$ cat src/rtl/zt_sram_pkg.sv
package zt_sram_pkg;
  typedef enum logic [1:0] {
    OP_IDLE  = 2'd0,
    OP_READ  = 2'd1,
    OP_WRITE = 2'd2
  } zt_op_e;

  localparam int unsigned BURST_LEN = 4;
  localparam int unsigned BURST_W   = $clog2(BURST_LEN);

  // Low address bits for step k of a burst from base.
  function automatic logic [BURST_W-1:0] burst_lo(
    input logic [BURST_W-1:0] base,
    input logic [BURST_W-1:0] k,
    input logic               ilv
  );
    return ilv ? (base ^ k) : (base + k);
  endfunction
endpackage

$ cat src/rtl/zt_burst_addr.sv
module zt_burst_addr
  import zt_sram_pkg::*;
#(
  parameter int unsigned AW = 6
) (
  input  logic          clk,
  input  logic          rst,
  input  logic          step,
  input  logic          flush,
  input  logic          load,
  input  logic          sel,
  input  logic          wr_n,
  input  logic          ilv,
  input  logic [AW-1:0] addr_in,
  output zt_op_e        op_o,
  output logic [AW-1:0] addr_o
);
  logic [AW-1:0]      base_q;
  logic [BURST_W-1:0] cnt_q;
  logic [BURST_W-1:0] cnt_nxt;
  logic               ilv_q;
  zt_op_e             op_q;

  assign cnt_nxt = cnt_q + 1'b1;

  always_comb begin
    if (load) begin
      op_o   = sel ? (wr_n ? OP_READ : OP_WRITE) : OP_IDLE;
      addr_o = addr_in;
    end else begin
      op_o   = op_q;
      addr_o = {base_q[AW-1:BURST_W], burst_lo(base_q[BURST_W-1:0], cnt_nxt, ilv_q)};
    end
  end

  always_ff @(posedge clk) begin
    if (rst) begin
      op_q   <= OP_IDLE;
      base_q <= '0;
      cnt_q  <= '0;
      ilv_q  <= 1'b0;
    end else if (flush) begin
      op_q   <= OP_IDLE;
    end else if (step) begin
      if (load) begin
        op_q   <= op_o;
        base_q <= addr_in;
        cnt_q  <= '0;
        ilv_q  <= ilv;
      end else begin
        cnt_q  <= cnt_nxt;
      end
    end
  end
endmodule

$ cat src/rtl/zt_lane_mem.sv
module zt_lane_mem #(
  parameter int unsigned AW    = 6,
  parameter int unsigned LW    = 9,
  parameter int unsigned DEPTH = 64
) (
  input  logic          clk,
  input  logic          rst,
  input  logic          en,
  input  logic          we,
  input  logic [AW-1:0] addr,
  input  logic [LW-1:0] wd,
  output logic [LW-1:0] rd
);
  logic [LW-1:0] mem [DEPTH];

  always_ff @(posedge clk) begin
    if (en && we) mem[addr] <= wd;
  end

  always_ff @(posedge clk) begin
    if (rst)     rd <= '0;
    else if (en) rd <= mem[addr];
  end
endmodule

$ cat src/rtl/zt_sram.sv
module zt_sram
  import zt_sram_pkg::*;
#(
  parameter int unsigned LANES  = 4,
  parameter int unsigned LANE_W = 9,
  parameter int unsigned DEPTH  = 64,
  localparam int unsigned W     = LANES * LANE_W,
  localparam int unsigned AW    = $clog2(DEPTH)
) (
  input  logic             clk,
  input  logic             rst,
  input  logic             clken_n,
  input  logic             advance,
  input  logic             sel_a_n,
  input  logic             sel_b_n,
  input  logic             sel_c,
  input  logic             wr_n,
  input  logic [LANES-1:0] lane_wr_n,
  input  logic             burst_ilv,
  input  logic             oe_n,
  input  logic             sleep,
  input  logic [AW-1:0]    addr,
  input  logic [W-1:0]     din,
  output logic [W-1:0]     dout,
  output logic             dout_en
);
  logic             step;
  logic             selected;
  zt_op_e           cur_op;
  logic [AW-1:0]    cur_addr;
  zt_op_e           s1_op,   s2_op;
  logic [AW-1:0]    s1_addr, s2_addr;
  logic [LANES-1:0] s1_ln,   s2_ln;
  logic             drv_q;
  logic             wr_slot;

  assign step     = ~clken_n & ~sleep;
  assign selected = ~sel_a_n & ~sel_b_n & sel_c;
  assign wr_slot  = (s2_op == OP_WRITE);

  zt_burst_addr #(.AW(AW)) u_burst (
    .clk     (clk),
    .rst     (rst),
    .step    (step),
    .flush   (sleep),
    .load    (~advance),
    .sel     (selected),
    .wr_n    (wr_n),
    .ilv     (burst_ilv),
    .addr_in (addr),
    .op_o    (cur_op),
    .addr_o  (cur_addr)
  );

  always_ff @(posedge clk) begin
    if (rst || sleep) begin
      s1_op   <= OP_IDLE;
      s2_op   <= OP_IDLE;
      s1_addr <= '0;
      s2_addr <= '0;
      s1_ln   <= '1;
      s2_ln   <= '1;
    end else if (step) begin
      s1_op   <= cur_op;
      s1_addr <= cur_addr;
      s1_ln   <= lane_wr_n;
      s2_op   <= s1_op;
      s2_addr <= s1_addr;
      s2_ln   <= s1_ln;
    end
  end

  always_ff @(posedge clk) begin
    if (rst || sleep) drv_q <= 1'b0;
    else if (step)    drv_q <= (s2_op == OP_READ);
  end

  for (genvar g = 0; g < LANES; g++) begin : g_lane
    zt_lane_mem #(.AW(AW), .LW(LANE_W), .DEPTH(DEPTH)) u_mem (
      .clk  (clk),
      .rst  (rst),
      .en   (step),
      .we   (wr_slot & ~s2_ln[g]),
      .addr (s2_addr),
      .wd   (din[g*LANE_W +: LANE_W]),
      .rd   (dout[g*LANE_W +: LANE_W])
    );
  end

  assign dout_en = drv_q & ~oe_n & ~sleep;
endmodule

$ cat config.mk
export PLATFORM = sky130hd
export DESIGN_NAME = zt_sram
export DESIGN_NICKNAME = d
export VERILOG_FILES = /design/src/rtl/zt_sram_pkg.sv /design/src/rtl/zt_burst_addr.sv /design/src/rtl/zt_lane_mem.sv /design/src/rtl/zt_sram.sv
export SDC_FILE = /design/constraint.sdc
export NUM_CORES = 2
export LEC_CHECK = 0
export BUFFER_PORTS_ARGS = -buffer_cell sky130_fd_sc_hd__buf_2
export CAP_MARGIN = 20
export CORE_ASPECT_RATIO = 1.5
export CORE_MARGIN = 1
export CORE_UTILIZATION = 40
export DETAILED_ROUTE_END_ITERATION = 12
export HOLD_SLACK_MARGIN = 0.15
export PLACE_DENSITY = 0.63
export REMOVE_ABC_BUFFERS = 1
export SKIP_LAST_GASP = 1
export SLEW_MARGIN = 25
export SYNTH_ARGS = -nofsm -noshare
export SYNTH_HDL_FRONTEND = slang
export SYNTH_SLANG_ARGS = --single-unit
$ cat constraint.sdc
create_clock -name clk -period 6.92 [get_ports clk]
set_clock_uncertainty 0.15 [all_clocks]
set_input_delay 0.692 -clock clk [delete_from_list [all_inputs] [get_ports clk]]
set_output_delay 0.692 -clock clk [all_outputs]
set_load 0.1 [all_outputs]
# Word level (Yosys, flattened, before mapping)
# Memories as Yosys holds them, arrays and structs flattened. A register that Yosys moved wholly into a read port is not among the register bits.
# Index checks and enable logic that the tools add are counted.
totals:
  ff_bits: 36
  ram_bits: 2304
  in_bits: 57
  output_inout_bits: 37
  mem_count: 4
classes:
  addsub: 2
  n_eq_ne: 2
  mux: 14
  bitwise_logic: 20
  reduce_logical: 9
mem_list:
  columns: ["memory", "words", "word_bits", "rd", "rd_ports_with_merged_regs", "write_ports", "line", "text"]
  rows:
  - ["g_lane[0].u_mem.mem", 64, 9, 1, 1, 1, "zt_lane_mem.sv:14", "logic [LW-1:0] mem [DEPTH];"]
  - ["g_lane[1].u_mem.mem", 64, 9, 1, 1, 1, "zt_lane_mem.sv:14", null]
  - ["g_lane[2].u_mem.mem", 64, 9, 1, 1, 1, "zt_lane_mem.sv:14", null]
  - ["g_lane[3].u_mem.mem", 64, 9, 1, 1, 1, "zt_lane_mem.sv:14", null]
ops:
  columns: ["op", "n"]
  rows:
  - ["$mux 2", 5]
  - ["$not 1->1", 10]
  - ["$and 1x1->1", 9]
  - ["$mux 1", 8]
  - ["$mux 6", 1]
  - ["$logic_and 1x1->1", 4]
  - ["$reduce_and 2->1", 2]
  - ["$reduce_and 3->1", 1]
  - ["$add 2x1->2 const B", 1]
  - ["$add 2x2->2", 1]
  - ["$eq 2x1->1 const B", 1]
  - ["$eq 2x2->1 const B", 1]
  - ["$reduce_or 2->1", 1]
  - ["$xor 2x2->2", 1]
  - ["$logic_or 1x1->1", 1]

# Logic depth before layout (Yosys ltp)
depth:
  depth_word: 5
  depth_mapped: 12
  mapped_depth_nobuf: 8

# Cells and area by module
# From an unflattened synthesis, not the netlist that was laid out.
hier_totals:
  hier_cells: 5139
  hier_area_um2: 93484.7
by_module_without_submodules:
  columns: ["module", "instances", "cells_each", "area_per_inst_um2", "seq_area_each_um2"]
  rows:
  - ["zt_lane_mem", 4, 1247, 22990.8, 17476.8]
  - ["zt_sram", 1, 92, 950.9, 500.5]
  - ["zt_burst_addr", 1, 59, 570.5, 220.2]

# Worst setup path before layout
# OpenSTA, ideal clock, no wires.
synth_timing:
  kind: "input -> output"
  start: "input port sleep"
  end: "output port dout_en"
  arrival_ns: 2.904
  slack_ns: 3.174
  cell_stages: 1
  path_buffers: 0
  cell_sequence: "nor3b_1"
synth_via:
  elab_chain_len: 2
synth_lines:
  columns: ["element", "line", "text"]
  rows:
  - ["start: declaration", "zt_sram.sv:21", "input logic sleep,"]
  - ["$not 1->1 (no line)", null, null]
  - ["$and 1x1->1", "zt_sram.sv:90", "assign dout_en = drv_q & ~oe_n & ~sleep;"]
  - ["end: declaration", "zt_sram.sv:25", "output logic dout_en"]
# Every way passes these cells.

# Worst setup path in the final report
layout_timing:
  start: "register s2_addr[0]"
  end: "memory g_lane[0].u_mem.mem[29][0], enable pin"
layout_rtl:
  columns: ["element", "line", "text"]
  rows:
  - ["start: declaration", "zt_sram.sv:32", "logic [AW-1:0] s1_addr, s2_addr;"]
  - ["start signal: assignment", "zt_sram.sv:68", "s2_addr <= s1_addr;"]
  - ["end: declaration", "zt_lane_mem.sv:14", null]
# No word-level cell before the write port.

==> flow_metrics.py <==
metrics = {
    "clock_network": {
        "cts_hold_buf": 20,
        "cts_setup_buffers": 0,
        "root_buffer": "clkbuf_16",
        "ctsResizeCount": 0,
        "worst_setup_hold_path_clk_slew_ns": 0.07,
        "cts_buffers": 210,
        "cts_buffer_depth": 4,
        "clk_latency_ns": 0.88,
        "cts_tree": "built",
        "clkSinkCount": 2376,
        "htreeDepth": 4,
    },
    "floorplanning": {
        "coreArea_um2": 229000,
        "start_util": 0.403,
        "num_rows": 215,
        "fp.dieH_um": 590,
        "ios": 94,
        "dieArea_um2": 233000,
        "die_x_um": 394,
    },
    "finish": {
        "seq_area_um2": 70600,
        "nets": 5422,
        "multi_input_area_um2": 19700,
        "most-common-layout-cells": "edfxtp_1 (2304), nor2_1 (397), a221oi_1 (260)",
        "drive_gt1_frac": 0.168,
        "area_growth_pct": 12.0,
        "post-route-util": 0.451,
        "final_common_cell": "edfxtp_1",
        "nFillCells": 19300,
    },
    "synthesis": {
        "synth_cells": 5306,
        "synthesis.area_um2": 92200,
        "synth_edf_count": 2304,
        "ys.warnings.count": 0,
        "syn_area_per_cell_um2": 17.4,
        "synth-seq-cells": 2376,
        "synth_cell_types": 75,
        "ys_seq_area_frac": 0.766,
        "async_flop_share": 0,
        "ys.flop_type": "edfxtp_1",
    },
    "worst_setup_path": {
        "start_kind": "flip-flop",
        "required_ns": 7.23,
        "critical_path_class": "flip-flop to flip-flop",
        "arrival_ns": 5.21,
        "worstPathMaxFanout": 42,
        "end_kind": "flip-flop",
    },
    "power_and_ir_drop": {
        "powerDensity_nw_per_um2": 280,
        "clockPowerShare": 0.430,
        "p_comb_frac": 0.023,
        "total_power_mw": 28.9,
        "vdd_ir_drop_max_mv": 0.203,
        "p_seq_frac": 0.547,
        "p_int_mw": 23.0,
        "p_sw_frac": 0.204,
        "p_sw_mw": 5.90,
        "leakagePower_nw": 31.1,
    },
    "placed_design": {
        "port_buffers": 93,
        "gp_congestion": 0.923,
        "dp_hpwl_mm": 189,
        "pre_cts_ws_ns": 2.01,
    },
    "sta": {
        "rsz0062_at_grt": "no",
        "setup_ws_ns": 2.02,
        "hold_violations": 0,
        "setup_viol": 0,
        "clock.fmax_ghz": 0.204,
        "tightest_slew_ns": 1.33,
        "period_needed_ns": 4.90,
        "slew_violations": 0,
        "fin_crit_sh": 0.708,
        "maxSlewHeadroom": 0.113,
        "finalSetupTns_ns": 0,
    },
    "global_routing": {
        "grt-ovfl-total": 0,
        "grt_max_degree": 120,
        "grt_pass1_wl_mm": 432,
        "antenna_found_initial": 23,
        "grtUsageTotal": 0.265,
        "grt_pass1_vias": 53900,
    },
    "routing": {
        "top_layer_used": "met5",
        "vias_per_cell": 6.35,
        "dr_wl_met3_mm": 32.7,
        "route.detailed.drc": 0,
        "wl_per_cell_um": 36.6,
        "drt_pre_antenna_iters": 7,
        "postRouteAntennaNets": 0,
        "vias": 54500,
        "drt-met1-wl_mm": 105,
        "wl_mm": 315,
        "drt_iter0_markers": 7785,
        "dr_wl_met2_mm": 146,
    },
    "hold_path": {
        "hold_path_class": "input pin to flip-flop",
    },
    "job": {
        "maxCapViolations": 0,
    },
    "status": {
        "status": "completed",
    },
}
-- kinds of logic (layout without fill, tap and decap cells) --
family,count (synthesis),count (layout),share of synthesized area
flip-flops,2376,2376,0.766
AO/OA/AOI/OAI,1185,1185,0.0942
AND/OR/NAND/NOR,777,777,0.0350
XOR/XNOR,3,3,0.000285
multiplexers,564,564,0.0818
buffers and inverters,400,629,0.0227
other,0,13,0
adder cells (fa/ha/maj),1,1,0.000136
-- power by group through the flow --
stage	Sequential (mW)	Clock [mW]	Combinational, mW
after CTS	15.8	12.5	0.669
after detailed placement	16.1	0	0.662
final	15.8	12.4	0.679
after global placement	16.1	0	0.651
after floorplan	16.2	0	0.168
after global routing	15.8	12.9	0.695
-- worst max-delay path: stages, from the launching register on --
cell      delay [ns]
dfxtp_4         0.77
nand2b_1        0.53
nor2_2          0.95
buf_4           0.33
nand2_1         0.62
nor2_1          1.08
-- routing by layer --
metal | up-vias | track usage
met5 | - | 0
met4 | 18 | 0.218
met3 | 990 | 0.0572
met2 | 3921 | 0.420
met1 | 27900 | 0.310
li1 | 21700 | -
-- layout make-up --
type / count / area share
sequential: 2376 / 0.684
multi-input combinational: 2530 / 0.191
clock buffer: 263 / 0.0550
tap: 3038 / 0.0368
timing repair buffer: 239 / 0.0179
clock inverter: 120 / 0.0147
inverter: 7 / 0.000376
antenna: 13 / 0.000315
-- sequential cells by signal (all words and copies together), names as in the netlist --
| name | count |
|---|---|
| u_burst.op_q | 2 |
| u_burst.ilv_q | 1 |
| g_lane.u_mem.rd | 36 |
| s2_ln | 4 |
| s1_ln | 4 |
| drv_q | 1 |
| g_lane.u_mem.mem | 2304 |
| s1_addr | 6 |
| s2_addr | 6 |
| u_burst.base_q | 6 |
| s2_op | 2 |
| u_burst.cnt_q | 2 |
| s1_op | 2 |
-- synth_stat cells, drive strengths merged, types with 10 or more instances --
master   count  area share
nand2b      10     0.00068
nand3       22      0.0012
o221ai      22      0.0021
nor2       444       0.018
a22o        49      0.0047
clkbuf     123      0.0050
a311oi      22      0.0021
a221o       38      0.0041
o2bb2ai     20      0.0019
nand2      206      0.0084
a21oi      169      0.0092
o22a        13      0.0012
dfxtp       72       0.016
o22ai      111      0.0075
a211oi      20      0.0016
mux2       176       0.022
a31oi       28      0.0019
mux4       134       0.033
o31a        10     0.00095
o21ai      122      0.0066
buf        270       0.017
nor3        33      0.0018
a221oi     260       0.025
a22oi      220       0.018
edfxtp    2304        0.75
mux2i      254       0.028
-- through the flow --
step | hold WS (ns) | cell area (um2) | instances
after floorplan | 0.277 | 90200 | 4913
after global placement | 0.295 | 95700 | 8167
after detailed placement | 0.302 | 95800 | 8170
after CTS | 0.173 | 103000 | 8573
after global routing | 0.240 | 103000 | 8574
final | 0.217 | 103000 | 8586
-- path summary, 6_finish.rpt --
kind | startpoint | to | slack [ns] | depth (start not counted)
setup / recovery | s2_addr[0]$_SDFFE_PP0P_ | g_lane[0].u_mem.mem[29][0]$_DFFE_PP_ | 2.02 | 5
hold / removal | advance | u_burst.cnt_q[1]$_SDFFE_PP0P_ | 0.22 | 4
setup reg to reg | s2_addr[0]$_SDFFE_PP0P_ | g_lane[0].u_mem.mem[29][0]$_DFFE_PP_ | 2.02 | 5
hold reg to reg | u_burst.base_q[2]$_SDFFE_PP0P_ | u_burst.base_q[2]$_SDFFE_PP0P_ | 0.31 | 2
Power figures use the tool's default switching activity.
